**src/rtl/sertx_fifo.sv**
```systemverilog
module sertx_fifo #(
  parameter int DEPTH = 4,
  parameter int DIV   = 2
) (
  input  logic       clk,
  input  logic       rst_n,
  input  logic       cfg_fifo_en,
  input  logic       cfg_hdx_tx,
  input  logic       txe,
  input  logic       clr,
  input  logic [1:0] clr_level,
  input  logic       clr_autostop,
  input  logic       wr_en,
  input  logic [7:0] wr_data,
  output logic       sclk,
  output logic       sdo,
  output logic       fifo_irq,
  output logic       busy,
  output logic       overrun
);
  localparam int AW  = (DEPTH > 1) ? $clog2(DEPTH) : 1;
  localparam int CW  = $clog2(DEPTH + 1);
  localparam int PER = 2 * DIV;
  localparam int DW  = (PER > 1) ? $clog2(PER) : 1;

  logic [7:0]    mem [DEPTH];
  logic [AW-1:0] rd_ptr, wr_ptr;
  logic [CW-1:0] cnt;
  logic          tb_v, sh_v;
  logic [7:0]    tb_d, sh_d;
  logic [2:0]    bit_cnt;
  logic [DW-1:0] div_cnt;
  logic [1:0]    level;
  logic          autostop, halted;

  logic active, period_end, last_bit, load_sh, pop, room, push, byp, drop, hit;

  function automatic logic [AW-1:0] adv(input logic [AW-1:0] p);
    return (p == AW'(DEPTH - 1)) ? '0 : p + AW'(1);
  endfunction

  assign active     = cfg_fifo_en & cfg_hdx_tx;
  assign period_end = sh_v && (div_cnt == DW'(PER - 1));
  assign last_bit   = period_end && (bit_cnt == 3'd7);
  assign load_sh    = tb_v && txe && (!sh_v || last_bit);
  assign pop        = active && txe && !halted && !clr && (cnt != '0) && !tb_v;
  assign room       = (cnt != CW'(DEPTH)) || pop;
  assign push       = wr_en && !clr && active && room;
  assign byp        = wr_en && !clr && !active && !tb_v;
  assign drop       = wr_en && !clr && (active ? !room : tb_v);
  assign hit        = pop && (cnt == CW'(level) + CW'(1));

  assign sclk = !(sh_v && (div_cnt < DW'(DIV)));
  assign sdo  = sh_v ? sh_d[0] : 1'b1;
  assign busy = sh_v | (txe & ~(halted & ~tb_v));

  always_ff @(posedge clk) begin
    if (push) mem[wr_ptr] <= wr_data;
  end

  always_ff @(posedge clk or negedge rst_n) begin
    if (!rst_n) begin
      rd_ptr   <= '0;
      wr_ptr   <= '0;
      cnt      <= '0;
      level    <= 2'd0;
      autostop <= 1'b0;
      halted   <= 1'b0;
      overrun  <= 1'b0;
      fifo_irq <= 1'b0;
    end else begin
      fifo_irq <= hit;
      if (clr) begin
        rd_ptr   <= '0;
        wr_ptr   <= '0;
        cnt      <= '0;
        level    <= clr_level;
        autostop <= clr_autostop;
        halted   <= 1'b0;
        overrun  <= 1'b0;
      end else begin
        if (pop)  rd_ptr <= adv(rd_ptr);
        if (push) wr_ptr <= adv(wr_ptr);
        cnt <= cnt + CW'(push) - CW'(pop);
        if (hit && autostop) halted <= 1'b1;
        if (drop) overrun <= 1'b1;
      end
    end
  end

  always_ff @(posedge clk or negedge rst_n) begin
    if (!rst_n) begin
      tb_v <= 1'b0;
      tb_d <= 8'h00;
    end else if (pop) begin
      tb_v <= 1'b1;
      tb_d <= mem[rd_ptr];
    end else if (byp) begin
      tb_v <= 1'b1;
      tb_d <= wr_data;
    end else if (load_sh) begin
      tb_v <= 1'b0;
    end
  end

  always_ff @(posedge clk or negedge rst_n) begin
    if (!rst_n) begin
      sh_v    <= 1'b0;
      sh_d    <= 8'h00;
      bit_cnt <= 3'd0;
      div_cnt <= '0;
    end else if (load_sh) begin
      sh_v    <= 1'b1;
      sh_d    <= tb_d;
      bit_cnt <= 3'd0;
      div_cnt <= '0;
    end else if (sh_v) begin
      if (period_end) begin
        div_cnt <= '0;
        if (bit_cnt == 3'd7) sh_v <= 1'b0;
        else begin
          sh_d    <= sh_d >> 1;
          bit_cnt <= bit_cnt + 3'd1;
        end
      end else begin
        div_cnt <= div_cnt + DW'(1);
      end
    end
  end

  assert_depth_R3: assert property (@(posedge clk) disable iff (!rst_n)
    cnt <= CW'(DEPTH));
  assert_hold_store_R10: assert property (@(posedge clk) disable iff (!rst_n)
    (tb_v && !clr) |=> (cnt >= $past(cnt)));
  assert_irq_pulse_R7: assert property (@(posedge clk) disable iff (!rst_n)
    fifo_irq |=> !fifo_irq);
  assert_idle_lines_R2: assert property (@(posedge clk) disable iff (!rst_n)
    !busy |-> (sclk && sdo));
  assert_sdo_steady_R2: assert property (@(posedge clk) disable iff (!rst_n)
    (sh_v && $past(sh_v) && sclk && $past(sclk)) |-> $stable(sdo));
  assert_overrun_sticky_R9: assert property (@(posedge clk) disable iff (!rst_n)
    (overrun && !clr) |=> overrun);
  assert_halt_frozen_R8: assert property (@(posedge clk) disable iff (!rst_n)
    (halted && !clr) |=> (cnt >= $past(cnt)));
  assert_halt_quiet_R8: assert property (@(posedge clk) disable iff (!rst_n)
    (halted && !sh_v && !tb_v) |-> (!busy && sclk));
endmodule

```
**config.mk**
```make
export PLATFORM = sky130hd
export DESIGN_NAME = sertx_fifo
export DESIGN_NICKNAME = d
export VERILOG_FILES = /design/src/rtl/sertx_fifo.sv
export SDC_FILE = /design/constraint.sdc
export NUM_CORES = 1
export LEC_CHECK = 0
export ABC_CLOCK_PERIOD_IN_PS = 2600
export BUFFER_PORTS_ARGS = -buffer_cell sky130_fd_sc_hd__buf_2
export CAP_MARGIN = 20
export CORE_AREA = 2 2 83 85
export CTS_CLUSTER_SIZE = 10
export DETAILED_ROUTE_END_ITERATION = 8
export DIE_AREA = 0 0 85 87
export PLACE_DENSITY = 0.68
export SETUP_SLACK_MARGIN = 0.5
export SYNTH_ARGS = -nofsm -noshare
export SYNTH_HDL_FRONTEND = slang
export SYNTH_SLANG_ARGS = --single-unit
```
**constraint.sdc**
```tcl
create_clock -name clk -period 2.6 [get_ports clk]
set_input_delay 0.39 -clock clk [delete_from_list [all_inputs] [get_ports clk]]
set_output_delay 0.39 -clock clk [all_outputs]
set_load 0.005 [all_outputs]
```
==> metrics, run 1 <==
Worst Setup SP=halted$_DFFE_PN0P_; post-synthesis sequential area ratio=60.8%; HPWL Detailed=around 3.7 mm; Min Hold Slack=0.138 ns; Starting Density=46.6%; die area=7400 µm²; Max Freq=424 MHz; Root Buffer=clkbuf_8; total global routing overflow=0; post-synth top area share=around a third; fraction of layout cells with a size suffix above 1=28.8%; CP delay by family, top=adder cells; CP peak stage delay=0.51 ns; clk_skew=0.00709 ns; Area contributors post-synth=edfxtp_1, dfrtp_1, mux4_2; clock-pin slew on the worst setup and hold paths=0.08 ns; CP Capture Type=flop; Tmin final=2.36 ns; Synth Cell Area=3060 µm²; Total Wirelength=5.43 mm; maximum VDD drop=between 0.0004 and 0.0005 V; post-route ant nets=0; Reg2Reg Capture Point=cnt[1]$_DFF_PN0_; area leader, netlist=edfxtp_1; Arr. time, crit path=2.58 ns; number of buffers and inverters on the critical path=3; vias per cell=5.32; Critical Path RT=2.83 ns; gp weighted congestion=0.816; DIE WIDTH=85 µm; Finished Layout Cells=344; Max-slew headroom=between 40 and 50%; pin count of the biggest net entering global routing=37; Die Y=87 µm; Core ar.=6570 µm²; First-pass DRT Iterations=4; PwrDens=806 nW/µm²; prevailing post-synth register cell=dfrtp_1; CP max FO=2; Max Cap Viol=0; Synth cell types=36; io pins=23; Total GRT Usage=16.5%; Area growth, synth to finish=15.5%; Cells after DPL=324; status=complete, no violations; nets=a little under 300; Sinks on Clock Net=68; max-slew violations=0; #FFs+latches synth=68; critical path class=reg -> reg; Worst setup SP type=flop; # diodes=0; number of synthesized flops with an enable pin=32; H-tree depth=3; slowest stage cell on the critical path=fa_2; routed length per instance=15.8 µm; Avg Cell Area, Syn=about 14 µm²; fin crit share=90.7%; RSZ-0062 raised after global routing=true; Std-Cell Rows=30; worst skew pair latency=0.34 ns; Iter 0 DRT Violations=52; CTS tree=built; vias in the first global route=between 1500 and 2000; Clock Path Buffers=2; most frequent cells in the layout=dfrtp_1, edfxtp_1, buf_2, nand2_1, nor2_1; commonest non-fill, non-tap cell in the layout=dfrtp_1; Async S/R FF share, synth=~53%; Ys Warns=0; most used cell, CP=inv_1; Worst Reg2Reg Path Length in Cells=10; r2r setup slk=approximately 0.24 ns; detailed-route DRC error count=0; Hold/Removal Path Class=in -> async; Post-Route Utilization=53.9%; Slew @ Worst Pin=0.814 ns; Port Buf Inserts=22; Syn Inst Count=224; initial antenna violation count=0; number of buffers created by CTS=9; Final setup viols=0; final hold viol count=0; first-pass GRT wire length=9.22 mm; leakage=~1.5 nW; FF-to-FF Start=halted$_DFFE_PN0P_; net count after synthesis=254; crit path cell chain=nor4b_4 > nand2_2 > a311oi_4 > inv_1 > ha_1 > inv_1 > ha_1 > inv_1 > fa_2 > nor2_1; DR vias=1831
cell families after synthesis:
group,Yosys count,synth area share (%)
flops,68,60.8
simple gates,59,10.9
compound gates,41,9.47
buf+inv,21,2.90
mux,18,9.35
fa+ha+maj,12,5.14
xor+xnor,5,1.43
where the power goes:
part	internal, mW	switching, mW	leakage (nW)
clock network	0.458	0.439	0.101
logic	0.277	0.274	0.632
registers	1.29	0.115	0.749
total	2.03	0.828	1.48
worst max path at each step:
stage	cells after the start	to	slack (ns)
2_1_floorplan	12	cnt[2]$_DFF_PN0_	0.08
3_3_place_gp	12	cnt[2]$_DFF_PN0_	0.05
3_5_place_dp	12	cnt[2]$_DFF_PN0_	-0.03
4_1_cts	10	cnt[1]$_DFF_PN0_	0.24
5_1_grt	10	cnt[1]$_DFF_PN0_	0.14
6_report	10	cnt[1]$_DFF_PN0_	0.24
worst register-to-register path, delay by kind of cell (launching register included):
| kind | cells | cell delay [ns] |
|---|---|---|
| DFF | 1 | 0.41 |
| and+or+nand+nor | 3 | 0.47 |
| AOI/OAI and AO/OA | 1 | 0.28 |
| adders and majority gates | 3 | 0.91 |
| buffers and inverters | 3 | 0.17 |
routing by layer:
metal  share of wire, %  vias to the layer above  GRT usage, %
met4                1.7                        0          7.50
met5                  0                        -             0
li1                   -                      889             -
met2                 48                       30          26.1
met1                 47                      903          21.4
met3                3.6                        9          4.36
metrics by stage:
step           cell area (µm²)  power [mW]  worst slack (ns)  TNS, ns
2_1_floorplan             3060        1.81            0.0848        0
3_3_place_gp              3280        1.94            0.0499        0
3_5_place_dp              3280        1.97           -0.0337  -0.0337
4_1_cts                   3520        2.87             0.241        0
5_1_grt                   3540        3.03             0.136        0
6_report                  3540        2.85             0.243        0
cell type report:
type                       count  area, µm²
timing repair buffer          33        193
fill                         568       3030
clock buffer                   9        124
sequential                    68       1860
tap                           80        100
inverter                      12       45.0
clock inverter                 7       81.3
multi-input combinational    135       1130
cell usage after synthesis, types with 7 or more instances:
cell type / instances
edfxtp_1: 32
o22ai_1: 10
nand2b_1: 7
nor2_1: 13
o21ai_0: 12
dfrtp_1: 36
nand2_1: 19
mux4_2: 8
inv_1: 12
ha_1: 11
flip-flops by register name, summed over array words and instances, names as in the netlist, 3 cells and up:
| name | cells |
|---|---|
| bit_cnt | 3 |
| tb_d | 8 |
| sh_d | 8 |
| cnt | 3 |
| mem | 32 |
what timing repair did:
action	CTS	global route
gates cloned	0	0
gates resized for setup	7	1
pin swaps	5	3
setup buffers	2	2
endpoints found under the setup margin	34	32
hold buffers	0	0
(Power assumes the default switching activity.)
==> inputs of run 2 (changes only) <==
==> constraint.sdc (replaced) <==
create_clock -name clk -period 2.6 [get_ports clk]
set_input_delay 0.13 -clock clk [delete_from_list [all_inputs] [get_ports clk]]
set_output_delay 0.13 -clock clk [all_outputs]
set_load 0.005 [all_outputs]
==> metrics, run 2 (same netlist as run 1, synthesis figures left out) <==
Worst Hold Path EP=mem[1][1]$_DFFE_PP_; Post-Route Utilization=54.2% (was 53.9%); vias per cell=5.19 (was 5.32); post-route ant nets=0 (unchanged); number of buffers created by CTS=9 (unchanged); most frequent cells in the layout=dfrtp_1, edfxtp_1, buf_2, nand2_1, nor2_1 (unchanged); Root Buffer=clkbuf_8 (unchanged); FF-to-FF Start=halted$_DFFE_PN0P_ (unchanged); setup TNS=0 ns (unchanged); routed length per instance=15.4 µm (was 15.8 µm); Total GRT Usage=16.1% (was 16.5%); Reg with most FFs=mem (unchanged); first-pass GRT wire length=8.91 mm (was 9.22 mm); routing usage on met3=5.40% (was 4.36%); fraction of layout cells with a size suffix above 1=27.9% (was 28.8%); Die Y=87 µm (unchanged); DIE WIDTH=85 µm (unchanged); Filler Cell Count=551 (was 568); fin crit share=91.6% (was 90.7%); status=complete, no violations (unchanged); Std-Cell Rows=30 (unchanged); Worst setup SP type=flop (unchanged); pin count of the biggest net entering global routing=37 (unchanged); detailed-route DRC error count=0 (unchanged); Iter 0 DRT Violations=65 (was 52); Area growth, synth to finish=16.3% (was 15.5%); die area=7400 µm² (unchanged); max-slew violations=0 (unchanged); leakage=1.49 nW (was 1.48 nW); critical path class=reg -> reg (unchanged); Placement Setup Slack=0.150 ns (was -0.0337 ns); Clock Path Buffers=2 (unchanged); Max Freq=420 MHz (was 424 MHz); met2 Use GR=24.3% (was 26.1%); Design Area, Final=3560 µm² (was 3540 µm²); final hold viol count=0 (unchanged); area of the multi-input gates=1140 µm² (was 1130 µm²); biggest registers after layout=mem (32), sh_d (8), tb_d (8) (unchanged); CP max FO=2 (unchanged); placed instance area=3280 µm² (about the same); Hold/Removal Path Class=in -> reg (was in -> async); Finished Layout Cells=345 (was 344); # diodes=0 (unchanged); r2r setup slk=0.22 ns (was 0.24 ns); Top Usage Layer GRT=met2 (unchanged); Total Wirelength=5.31 mm (was 5.43 mm); Worst Reg2Reg Path Length in Cells=10 (unchanged); PwrDens=799 nW/µm² (was 806 nW/µm²); CP Capture Type=flop (unchanged); Sinks on Clock Net=68 (unchanged); Hold Crit Depth=1; global-route met1 utilization=21.2% (was 21.4%); nets=290 (was 289); RSZ-0062 raised after global routing=true (unchanged); commonest non-fill, non-tap cell in the layout=dfrtp_1 (unchanged); io pins=23 (unchanged); Critical Path RT=2.85 ns (was 2.83 ns); Tmin final=2.38 ns (was 2.36 ns); Max Cap Viol=0 (unchanged); Reg2Reg Capture Point=cnt[1]$_DFF_PN0_ (unchanged); Arr. time, crit path=2.63 ns (was 2.58 ns); Core ar.=6570 µm² (unchanged); maximum VDD drop=0.000482 V (was 0.000437 V); HPWL Detailed=3.51 mm (was 3.68 mm); Cells after DPL=323 (was 324); clk_skew=0.0139 ns (was 0.00709 ns); H-tree depth=3 (unchanged); critical hold path startpoint=wr_data[1]; gp weighted congestion=0.713 (was 0.816); vias in the first global route=1785 (was 1855); max FFs per register=32 (unchanged); DR vias=1790 (was 1831); CTS tree=built (unchanged); First-pass DRT Iterations=6 (was 4); worst skew pair latency=0.36 ns (was 0.34 ns); initial antenna violation count=0 (unchanged); Max-slew headroom=45.6% (was 45.8%); Seq. cell area=1860 µm² (unchanged); total global routing overflow=0 (unchanged); Slew @ Worst Pin=0.817 ns (was 0.814 ns); Starting Density=46.6% (unchanged); Setup WS post-layout=0.218 ns (was 0.243 ns); clock-pin slew on the worst setup and hold paths=0.08 ns (about the same); Port Buf Inserts=22 (unchanged); Final setup viols=0 (unchanged)
## run 2: cell count changes in the layout (fill, tap and decap cells not counted), sizes merged
cell | before | now
dlygate4sd3 | 0 | 3
clkinv | 1 | 0
buf | 33 | 31
clkinvlp | 1 | 2
## run 2: worst max-delay path, cell delays in order, from the launching register on
cell	delay (ns)
dfrtp_1	0.41
nor4b_4	0.32
nand2_2	0.12
a311oi_4	0.30
inv_1	0.07
ha_1	0.27
inv_1	0.05
ha_1	0.13
inv_1	0.05
fa_2	0.52
nor2_1	0.04
## run 2: final cells by class
type / count / share of cell area (%)
flip-flops and latches: 68 / 52.3
multi-input cells: 135 / 32.0
clock inverters: 7 / 2.25
well taps: 80 / 2.81
inverters: 12 / 1.26
repair buffers: 34 / 5.94
clock buffers: 9 / 3.48
## run 2: report_power, final
part / total (mW) / internal, mW / switching (mW)
registers: 1.40 / 1.29 / 0.111
logic: 0.545 / 0.280 / 0.264
clock network: 0.901 / 0.455 / 0.445
total: 2.85 / 2.03 / 0.821
## run 2: worst max path at each step
stage                                  start  depth (start not counted)                to  slack (ns)
after detailed placement  halted$_DFFE_PN0P_                         11  cnt[2]$_DFF_PN0_        0.15
after floorplan             tb_v$_DFFE_PN0P_                         12  cnt[2]$_DFF_PN0_        0.08
after CTS                   tb_v$_DFFE_PN0P_                         10  cnt[1]$_DFF_PN0_        0.17
after global placement    halted$_DFFE_PN0P_                         11  cnt[2]$_DFF_PN0_        0.21
after global routing      halted$_DFFE_PN0P_                         11  cnt[2]$_DFF_PN0_        0.09
final                     halted$_DFFE_PN0P_                         10  cnt[1]$_DFF_PN0_        0.22
## run 2: routing by layer
| metal | vias up | part of all wire, % |
|---|---|---|
| li1 | 887 | - |
| met1 | 876 | 48 |
| met2 | 21 | 47 |
| met3 | 6 | 3.4 |
| met4 | 0 | 1.2 |
| met5 | - | 0 |
## run 2: what timing repair did
action | CTS | global route
pin swaps | 4 | 2
setup endpoints to repair | 34 | 41
hold buffers | 3 | 0
setup buffers | 3 | 0
gates cloned | 0 | 0
gates resized for setup | 6 | 7
hold endpoints to repair | 40 | 0
## run 2: through the flow
stage | power [mW] | hold slack (ns)
final | 2.85 | 0.0115
after CTS | 2.87 | 0.00169
after global placement | 1.94 | 0.279
after floorplan | 1.81 | -0.166
after global routing | 3.01 | 0.00916
after detailed placement | 1.96 | 0.271
